<file path="src/rtl/bkpt_pkg.sv">
package bkpt_pkg;
    localparam int ADDR_W    = 16;
    localparam int NUM_SLOTS = 4;
    localparam int IDX_W     = $clog2(NUM_SLOTS);
    localparam int CTRL_W    = 8;
    // control byte field positions
    localparam int SEL_LSB   = 3;
    localparam int EN_BIT    = 2;
    localparam int RSV_W     = 2;

    typedef struct packed {
        logic              en;
        logic [ADDR_W-1:0] addr;
    } slot_t;

    typedef struct packed {
        logic             halt;
        logic [IDX_W-1:0] slot;
        logic             err;
    } ctl_t;
endpackage

</file>
<file path="src/rtl/bkpt_slot.sv">
module bkpt_slot #(
    parameter int ADDR_W  = 16,
    parameter int IDX_W   = 2,
    parameter int SLOT_ID = 0
) (
    input  logic              clk,
    input  logic              rst_n,
    input  logic              wr_valid,
    input  logic [IDX_W-1:0]  wr_sel,
    input  logic              wr_en,
    input  logic [ADDR_W-1:0] wr_addr,
    input  logic              cmp_valid,
    input  logic [ADDR_W-1:0] cmp_addr,
    output logic              hit
);
    typedef struct packed {
        logic              en;
        logic [ADDR_W-1:0] addr;
    } st_t;

    st_t st_d, st_q;
    logic sel_me;

    always_comb begin
        sel_me = wr_valid && (wr_sel == IDX_W'(SLOT_ID));
        st_d   = st_q;
        if (sel_me) begin
            st_d.en = wr_en;
            if (wr_en) st_d.addr = wr_addr;
        end
        hit = st_q.en && cmp_valid && (st_q.addr == cmp_addr);
    end

    always_ff @(posedge clk or negedge rst_n) begin
        if (!rst_n) st_q <= '0;
        else        st_q <= st_d;
    end


    slot_load_chk: assert property (@(posedge clk) disable iff (!rst_n)
        (wr_valid && wr_sel == IDX_W'(SLOT_ID) && wr_en)
            |=> (st_q.en && st_q.addr == $past(wr_addr)));

    slot_disable_chk: assert property (@(posedge clk) disable iff (!rst_n)
        (wr_valid && wr_sel == IDX_W'(SLOT_ID) && !wr_en) |=> !hit);
endmodule

</file>
<file path="src/rtl/bkpt_prio.sv">
module bkpt_prio #(
    parameter int NUM   = 4,
    parameter int IDX_W = 2
) (
    input  logic [NUM-1:0]   hits,
    output logic             any,
    output logic [IDX_W-1:0] idx
);
    always_comb begin
        any = 1'b0;
        idx = '0;
        for (int i = NUM - 1; i >= 0; i--) begin
            if (hits[i]) begin
                any = 1'b1;
                idx = IDX_W'(i);
            end
        end
    end


    always_comb begin
        if (any) prio_pick_chk: assert (hits[idx]);
    end
endmodule

</file>
<file path="src/rtl/bkpt_compare.sv">
module bkpt_compare
    import bkpt_pkg::*;
(
    input  logic              clk,
    input  logic              rst_n,
    input  logic              cfg_valid,
    input  logic [CTRL_W-1:0] cfg_ctrl,
    input  logic [7:0]        cfg_addr_hi,
    input  logic [7:0]        cfg_addr_lo,
    input  logic              fetch_valid,
    input  logic [ADDR_W-1:0] fetch_addr,
    input  logic              resume,
    output logic              halt_req,
    output logic [IDX_W-1:0]  halt_slot,
    output logic              cfg_err
);
    logic                 rsv_bad;
    logic                 wr_ok;
    logic [IDX_W-1:0]     wr_sel;
    logic                 wr_en;
    logic [ADDR_W-1:0]    wr_addr;
    logic [NUM_SLOTS-1:0] hits;
    logic                 any_hit;
    logic [IDX_W-1:0]     hit_idx;
    ctl_t                 ctl_d, ctl_q;

    always_comb begin
        rsv_bad = |cfg_ctrl[RSV_W-1:0];
        wr_ok   = cfg_valid && !rsv_bad;
        wr_sel  = cfg_ctrl[SEL_LSB +: IDX_W];
        wr_en   = cfg_ctrl[EN_BIT];
        wr_addr = {cfg_addr_hi, cfg_addr_lo};
    end

    for (genvar g = 0; g < NUM_SLOTS; g++) begin : g_slot
        bkpt_slot #(
            .ADDR_W (ADDR_W),
            .IDX_W  (IDX_W),
            .SLOT_ID(g)
        ) u_slot (
            .clk      (clk),
            .rst_n    (rst_n),
            .wr_valid (wr_ok),
            .wr_sel   (wr_sel),
            .wr_en    (wr_en),
            .wr_addr  (wr_addr),
            .cmp_valid(fetch_valid),
            .cmp_addr (fetch_addr),
            .hit      (hits[g])
        );
    end

    bkpt_prio #(.NUM(NUM_SLOTS), .IDX_W(IDX_W)) u_prio (
        .hits(hits),
        .any (any_hit),
        .idx (hit_idx)
    );

    always_comb begin
        ctl_d     = ctl_q;
        ctl_d.err = cfg_valid && rsv_bad;
        if (resume) begin
            ctl_d.halt = 1'b0;
        end else if (!ctl_q.halt && any_hit) begin
            ctl_d.halt = 1'b1;
            ctl_d.slot = hit_idx;
        end
    end

    always_ff @(posedge clk or negedge rst_n) begin
        if (!rst_n) ctl_q <= '0;
        else        ctl_q <= ctl_d;
    end

    assign halt_req  = ctl_q.halt;
    assign halt_slot = ctl_q.slot;
    assign cfg_err   = ctl_q.err;


    err_raise_chk: assert property (@(posedge clk) disable iff (!rst_n)
        (cfg_valid && cfg_ctrl[1:0] != 2'b00) |=> cfg_err);

    err_quiet_chk: assert property (@(posedge clk) disable iff (!rst_n)
        !(cfg_valid && cfg_ctrl[1:0] != 2'b00) |=> !cfg_err);

    halt_set_chk: assert property (@(posedge clk) disable iff (!rst_n)
        (!resume && fetch_valid && (hits != '0)) |=> halt_req);

    no_fetch_chk: assert property (@(posedge clk) disable iff (!rst_n)
        (!halt_req && !fetch_valid) |=> !halt_req);

    halt_hold_chk: assert property (@(posedge clk) disable iff (!rst_n)
        (halt_req && !resume) |=> halt_req);

    resume_clr_chk: assert property (@(posedge clk) disable iff (!rst_n)
        resume |=> !halt_req);

    slot_hold_chk: assert property (@(posedge clk) disable iff (!rst_n)
        (halt_req && !resume) |=> $stable(halt_slot));
endmodule

</file>
<file path="config.mk">
export PLATFORM = sky130hd
export DESIGN_NAME = bkpt_compare
export DESIGN_NICKNAME = d
export VERILOG_FILES = /design/src/rtl/bkpt_pkg.sv /design/src/rtl/bkpt_slot.sv /design/src/rtl/bkpt_prio.sv /design/src/rtl/bkpt_compare.sv
export SDC_FILE = /design/constraint.sdc
export NUM_CORES = 1
export LEC_CHECK = 0
export BUFFER_PORTS_ARGS = -buffer_cell sky130_fd_sc_hd__buf_4
export CAP_MARGIN = 25
export CORE_UTILIZATION = 58
export DETAILED_ROUTE_END_ITERATION = 7
export PLACE_DENSITY_LB_ADDON = 0.2
export SYNTH_ARGS = -nofsm -noshare
export SYNTH_HDL_FRONTEND = slang
export SYNTH_SLANG_ARGS = --single-unit
</file>
<file path="constraint.sdc">
create_clock -name clk -period 3.7 [get_ports clk]
set_input_delay 1.11 -clock clk [delete_from_list [all_inputs] [get_ports clk]]
set_output_delay 1.11 -clock clk [all_outputs]
set_load 0.005 [all_outputs]
</file>
# Yosys cells after proc, flatten, opt, wreduce, memory -nomap -nowiden
# Index checks and enable logic that the tools add are counted.
[totals]
regBits = 72
word_cells = 54
output_inout_bits = 4
[op_classes]
n_eq_ne = 7
n_reduce_logical = 25
bitwise = 1
n_mux = 10
[ops]
columns = ["cell", "count"]
rows = [
  ["$eq 16x16->1", 4],
  ["$logic_and 1x1->1", 15],
  ["$reduce_and 2->1", 5],
  ["$mux 2", 4],
  ["$mux 1", 5],
  ["$eq 2x2->1 const B", 2],
  ["$mux 3", 1],
  ["$eq 2x1->1 const B", 1],
  ["$logic_not 1->1", 2],
  ["$logic_not 2->1", 1],
  ["$reduce_bool 2->1", 1],
  ["$reduce_or 2->1", 1],
  ["$not 1->1", 1],
]

# Logic depth before layout (Yosys ltp)
# Gate-level depths: netlist of run 1.
[logic_depth]
depth_word = 9
mapped_depth = 7
mapped_depth_nobuf = 6

# By module
# A second synthesis of run 1 with hierarchy kept.
[hier_totals]
cells_unflattened = 261
area_unflattened_um2 = 3464.6
[by_module_without_submodules]
columns = ["module", "instances", "cells_per_inst", "area_per_inst_um2", "seq_area_each_um2"]
rows = [
  ["bkpt_slot (g_slot[1].u_slot ...)", 2, 61, 814.5, 425.4],
  ["bkpt_slot (g_slot[0].u_slot)", 1, 61, 823.3, 425.4],
  ["bkpt_slot (g_slot[3].u_slot)", 1, 60, 819.5, 425.4],
  ["bkpt_compare", 1, 11, 157.7, 100.1],
  ["bkpt_prio", 1, 7, 35.0, 0.0],
]

# Least setup slack after synthesis of run 1
# No wires, ideal clock.
[synth_path]
kind = "input port to flip-flop"
from = "input port fetch_addr[9]"
to = "register ctl_q (netlist bit halt_slot[0])"
required_time_ps = 3569
path_slack_ps = 1045
cell_stages = 7
arrival_time_ps = 2525
path_buffers = 1
setup_ps = 131
path_cell_list = "buf_6 > xnor2_2 > nand4_1 > or4_1 > or4_4 > o31ai_1 > a21oi_1"
[synth_between]
elab_chain_len = 8
word_cells_on_any_way = 18
classes_between = "eq/ne (4); mux (8); reduce/logical (6)"
[synth_rtl]
columns = ["element", "line_no", "text"]
rows = [
  ["start, declared", "bkpt_compare.sv:11", "input logic [ADDR_W-1:0] fetch_addr,"],
  ["$eq 16x16->1", "bkpt_slot.sv:31", "hit = st_q.en && cmp_valid && (st_q.addr == cmp_addr);"],
  ["$logic_and 1x1->1", "bkpt_slot.sv:31", ""],
  ["$mux 1 (4 in series)", "bkpt_prio.sv:13", "if (hits[i]) begin"],
  ["$logic_and 1x1->1", "bkpt_compare.sv:64", "end else if (!ctl_q.halt && any_hit) begin"],
  ["$reduce_and 2->1 (no source line)", "n/a", ""],
  ["end signal, assigned", "bkpt_compare.sv:72", "else ctl_q <= ctl_d;"],
  ["end, declared", "bkpt_compare.sv:25", "ctl_t ctl_d, ctl_q;"],
]
# Several ways; a longest one is shown, not always the timed one.
# A chain may end at the register's enable or synchronous reset.

# Final worst setup path of run 1
[layout_path]
from = "input port fetch_addr[3]"
to = "register ctl_q (netlist bit halt_slot[1])"
# Same word-level chain as after synthesis.

==> flow_summary.toml, run 1 <==
[outcome]
outcome = "completed"

[clock_tree]
postCtsSetupBuffers = 0
htree_num_levels = 3
cts_tree = "built"
root_buffer = "clkbuf_8"
clkSinkCount = 72
clk_pin_slew_ns = 0.07
clk_latency_ns = 0.35
post_cts_resized = 0
ctsHoldBuffers = 0
cts_buffer_depth = 2
cts_made_buffers = 9

[worst_setup_path]
critPathRequiredTime_ns = 3.92
worst-path-max-fanout = 4
cp.arrival_ns = 2.82
critPathMaxStageDelay_ns = 0.58
critPathLaunchType = "input port"
critPathSlowestCell = "or4_1"
end_kind = "register"
worst-r2r-cell-count = 6
crit_chain = "buf_4 > xnor2_1 > nand4_1 > or4_1 > or4_4 > o21ai_0 > a21oi_1"
critPathKind = "input port to register"

[drt]
initialDrtViolationCount = 118
highest_layer = "met4"
dr_wl_met2_um = 3210
drt_wl_total_um = 6792
drt-met1-wl_um = 3140
route.met3.wl_um = 253
ant_nets = 0
wl_per_cell_um = 17.46
via_count = 2161
dr.pass1.iters = 4
route.detailed.drc = 0
viasPerCell = 5.555

[timing]
skew_ns = 0.008884
hold_viol = 0
slew_violations = 0
fmax_mhz = 385.3
max_slew_margin_pct = 40.12
finalCriticalPeriod_ns = 2.596
setup_viol = 0
fin_tns_setup_ns = 0
period_share_pct = 70.15
worstMarginPinSlew_ns = 0.8982
rsz0062_at_grt = "no"

[grt]
overflow = 0
grt_pass1_wl_um = 11360
grt_pass1_vias = 2276
grt_max_degree = 73
antenna_found_initial = 0
grtUsageTotal_pct = 24.75

[place]
port_buffers = 45
gp_routability_congestion = 0.7552
hpwl_um = 4880
dpl.cell_count = 373

[synth]
synth_cells = 263
netlist.area_leader.share_pct = 51.59
synth_top_area_cell = "dfrtp_1"
syn_nets = 308
avgSynthCellArea_um2 = 13.28
synth_edf_count = 0
synth_area_um2 = 3492
synth-seq-cells = 72
ys_types = 31
synth-async-reset-ratio_pct = 100.0
yosys_warnings = 0
yosysSeqAreaShare_pct = 51.59
synthTopCellsByArea = "dfrtp_1, mux2_1, xnor2_1, mux2_2, xor2_1"
ys.flop_type = "dfrtp_1"

[die]
num_rows = 27
initial_utilization_pct = 61.90
die_h_um = 79.60
die_x_um = 79.60
die-area_um2 = 6335
coreArea_um2 = 5642
ios = 49

[pwr]
clkPwrFrac_pct = 30.7
p_comb_share_pct = 18.9
ir_worst_vdd_uv = 390.9
p_per_area_nw_per_um2 = 500.1
leakagePower_nw = 1.860
share_seq_of_total_power_pct = 50.4
swShare_pct = 26.47
internal_power_mw = 1.503
switchingPower_mw = 0.5411

[hold_path]
whs_path_depth = 2
hp-class = "register to register"

[cells_and_area]
fillerInstances = 400
post_route_cells_drive_above_1_share_pct = 28.08
finalNonFillerCells = 389
n_antenna_cell = 0
fin_nets = 357
syn2layout_area_growth_pct = 17.05

[flow_run]
drv_cap = 0
[cell families after synthesis]
kind of cell           Yosys count  synth area share [%]
buffers and inverters           10                 1.433
XOR/XNOR                        64                 16.27
AND/OR/NAND/NOR                 42                 7.882
multiplexers                    64                 20.64
flip-flops                      72                 51.59
AO/OA/AOI/OAI                   11                 2.186
[flip-flops by register name (all words and copies together) (netlist names)]
| register | count |
|---|---|
| halt_req | 1 |
| cfg_err | 1 |
| g_slot.u_slot.st_q | 68 |
| halt_slot | 2 |
[final timing paths]
kind	slack, ns	to	start
min in group asynchronous	0.87	g_slot[0].u_slot.st_q[12]	rst_n
setup reg to reg	1.63	halt_slot[1]	g_slot[0].u_slot.st_q[12]
hold reg to reg	0.47	g_slot[2].u_slot.st_q[16]	g_slot[2].u_slot.st_q[16]
setup / recovery	1.10	halt_slot[1]	fetch_addr[3]
max in group asynchronous	2.24	g_slot[2].u_slot.st_q[16]	rst_n
hold / removal	0.47	g_slot[2].u_slot.st_q[16]	g_slot[2].u_slot.st_q[16]
[through the flow]
step	setup slack, ns	instance area, um^2	hold slack, ns	utilization, %	power, mW
floorplan	1.045	3492	0.4387	-	1.288
global placement	0.7788	3889	0.4513	68.93	1.414
detailed placement	0.7490	3889	0.4601	68.93	1.435
CTS	1.113	4088	0.4768	72.46	2.054
global route	1.030	4088	0.4995	72.46	2.144
finish	1.104	4088	0.4695	72.46	2.044
[synthesized netlist by cell type (2+ instances only)]
cell and n:
a21oi_1 4, or2_1 2, nor4_1 3, or4_4 3, nand3b_1 2, xnor2_1 48, mux2_2 18, buf_2 4
nor2_1 3, nand3_1 8, mux2_1 46, dfrtp_1 72, nand2_1 5, xor2_1 15, clkbuf_1 4, nand4_1 10
nor2_2 2
[worst max-delay path: cells and delay by family]
family / cells / cell delay [ns]
AND/OR/NAND/NOR: 3 / 1.17
buffers and inverters: 1 / 0.14
AO/OA/AOI/OAI: 2 / 0.19
XOR/XNOR: 1 / 0.21
[metal layers]
metal | vias up | GRT usage [%]
li1 | 1018 | -
met1 | 1083 | 33.84
met2 | 46 | 37.86
met3 | 14 | 6.057
met4 | 0 | 9.818
met5 | - | 0
[cell type report]
| cell class | count | area, um^2 | area share [%] |
|---|---|---|---|
| clock buffer | 13 | 158.9 | 3.887 |
| sequential | 72 | 1802 | 44.08 |
| multi-input combinational | 181 | 1640 | 40.13 |
| inverter | 1 | 3.754 | 0.09183 |
| tap | 72 | 90.09 | 2.204 |
| clock inverter | 3 | 40.04 | 0.9795 |
| timing repair buffer | 47 | 352.8 | 8.632 |
[power groups by stage]
stage                     clock network, mW  logic [mW]  registers (mW)
after global routing                  0.666       0.430            1.05
final                                 0.628       0.387            1.03
after floorplan                           0       0.265            1.02
after detailed placement                  0       0.389            1.05
after CTS                             0.631       0.393            1.03
after global placement                    0       0.380            1.03
[cell usage in the layout, fill, tap and decap left out, types with 2 or more instances in the layout]
cell type  count
dfrtp_1       72
xnor2_1       48
buf_4         47
mux2_1        46
mux2_2        18
xor2_1        15
clkbuf_8      11
nand4_1       10
nand3_1        8
nand2_1        5
a21oi_1        4
nor2_1         3
or4_4          3
nor4_1         3
nand3b_1       2
or2_1          2
nor2_2         2
clkinv_2       2
clkbuf_1       2
Note: power is estimated with default switching activity, not from simulation.
==> run 2: changes to the inputs <==
Settings changed: CORE_UTILIZATION 58 to 51.
Clock period 3.7 ns to 2.2 ns, I/O delays scaled along.
==> flow_summary.toml, run 2 (synthesis results as in run 1) <==
[outcome]
outcome = "completed"

[clock_tree]
clk_pin_slew_ns = 0.07
cts_buffer_depth = 2
postCtsSetupBuffers = 0
cts_made_buffers = 9
post_cts_resized = 0
clkSinkCount = 72
htree_num_levels = 3
cts_tree = "built"
root_buffer = "clkbuf_8"
clk_latency_ns = 0.34
ctsHoldBuffers = 0

[cells_and_area]
post_route_cells_drive_above_1_share_pct = 32.94
final_util_pct = 66.21
final_common_cell = "dfrtp_1"
n_antenna_cell = 0
syn2layout_area_growth_pct = 23.15
fin_nets = 377
final_cell_mix = "dfrtp_1, buf_4, xnor2_1, mux2_1, mux2_2"
regMostFlops = "g_slot.u_slot.st_q"
largest_reg_flops = 68

[hold_path]
hp-class = "input port to asynchronous set/reset pin"

[drt]
via_count = 2212
initialDrtViolationCount = 99
wl_per_cell_um = 17.38
viasPerCell = 5.343
dr.pass1.iters = 6
ant_nets = 0
drt_wl_total_um = 7196
route.detailed.drc = 0

[grt]
grtUsageTotal_pct = 22.71
overflow = 0
grt_pass1_vias = 2418
grt_util_met1_pct = 30.00
antenna_found_initial = 0
top_usage_layer = "met2"
grt_max_degree = 45
grt_util_met2_pct = 37.32
grt_util_met3_pct = 3.835
grt_pass1_wl_um = 11980

[worst_setup_path]
critPathKind = "input port to register"
critPathRequiredTime_ns = 2.42
critPathLaunchType = "input port"
end_kind = "register"
worst-r2r-cell-count = 6
cp.arrival_ns = 2.32
worst-path-max-fanout = 3

[die]
ios = 49
die-area_um2 = 7183
initial_utilization_pct = 53.77
coreArea_um2 = 6495
die_x_um = 84.75
die_h_um = 84.75
num_rows = 29

[timing]
holdWs_ns = 0.2396
period_share_pct = 95.53
rsz0062_at_grt = "no"
max_slew_margin_pct = 73.85
fmax_mhz = 475.8
setup_viol = 0
slew_violations = 0
hold_viol = 0
skew_ns = 0.006772
setup_ws_ns = 0.09828
worstMarginPinSlew_ns = 0.3887
finalCriticalPeriod_ns = 2.102

[place]
port_buffers = 45
hpwl_um = 5411
place_ws_ns = -0.2526
gp_routability_congestion = 0.8493

[pwr]
leakagePower_nw = 1.976
p_per_area_nw_per_um2 = 836.1
ir_worst_vdd_uv = 478.9
power_mw = 3.596

[flow_run]
drv_cap = 0
==> run 2: path summary, 6_finish.rpt <==
path                                           start                   endpoint  slack (ns)
setup reg to reg            g_slot[0].u_slot.st_q[3]               halt_slot[1]        0.16
max in group asynchronous                      rst_n   g_slot[1].u_slot.st_q[2]        1.40
setup / recovery                       fetch_addr[3]               halt_slot[1]         0.1
hold reg to reg            g_slot[2].u_slot.st_q[16]  g_slot[2].u_slot.st_q[16]        0.48
min in group clk                              resume                   halt_req        0.47
hold / removal                                 rst_n   g_slot[0].u_slot.st_q[9]        0.24
==> run 2: stage by stage <==
step / cell area (um^2) / std cells / setup TNS (ns)
after floorplan: 3492 / 263 / -0.001712
after global placement: 4070 / 398 / -0.7506
after detailed placement: 4070 / 398 / -0.7448
after CTS: 4300 / 414 / 0
after global routing: 4300 / 414 / 0
final: 4300 / 414 / 0
==> run 2: power breakdown <==
| group | switching (mW) | internal [mW] |
|---|---|---|
| logic | 0.286 | 0.396 |
| clock network | 0.483 | 0.698 |
| registers | 0.162 | 1.57 |
| total | 0.931 | 2.66 |
==> run 2: final cells by class <==
cell class              count  area, um^2
clock buffers              11       151.4
clock inverters             5       78.83
fillers                   502        2195
inverters                   1       3.754
multi-input cells         181        1640
flip-flops and latches     72        1802
well taps                  77       96.34
repair buffers             67       528.0
==> run 2: metal layers <==
layer	up-vias	part of all wire (%)	wire length, um
met2	40	50	3593
met3	10	2.8	199
met4	0	1.8	127
met1	1105	46	3276
met5	-	0	0
li1	1057	-	-
==> run 2: critical path, stage by stage <==
cell	delay, ns
buf_4	0.12
xnor2_1	0.22
nand4_1	0.14
or4_1	0.56
or4_4	0.45
o21ai_1	0.09
a21oi_1	0.08
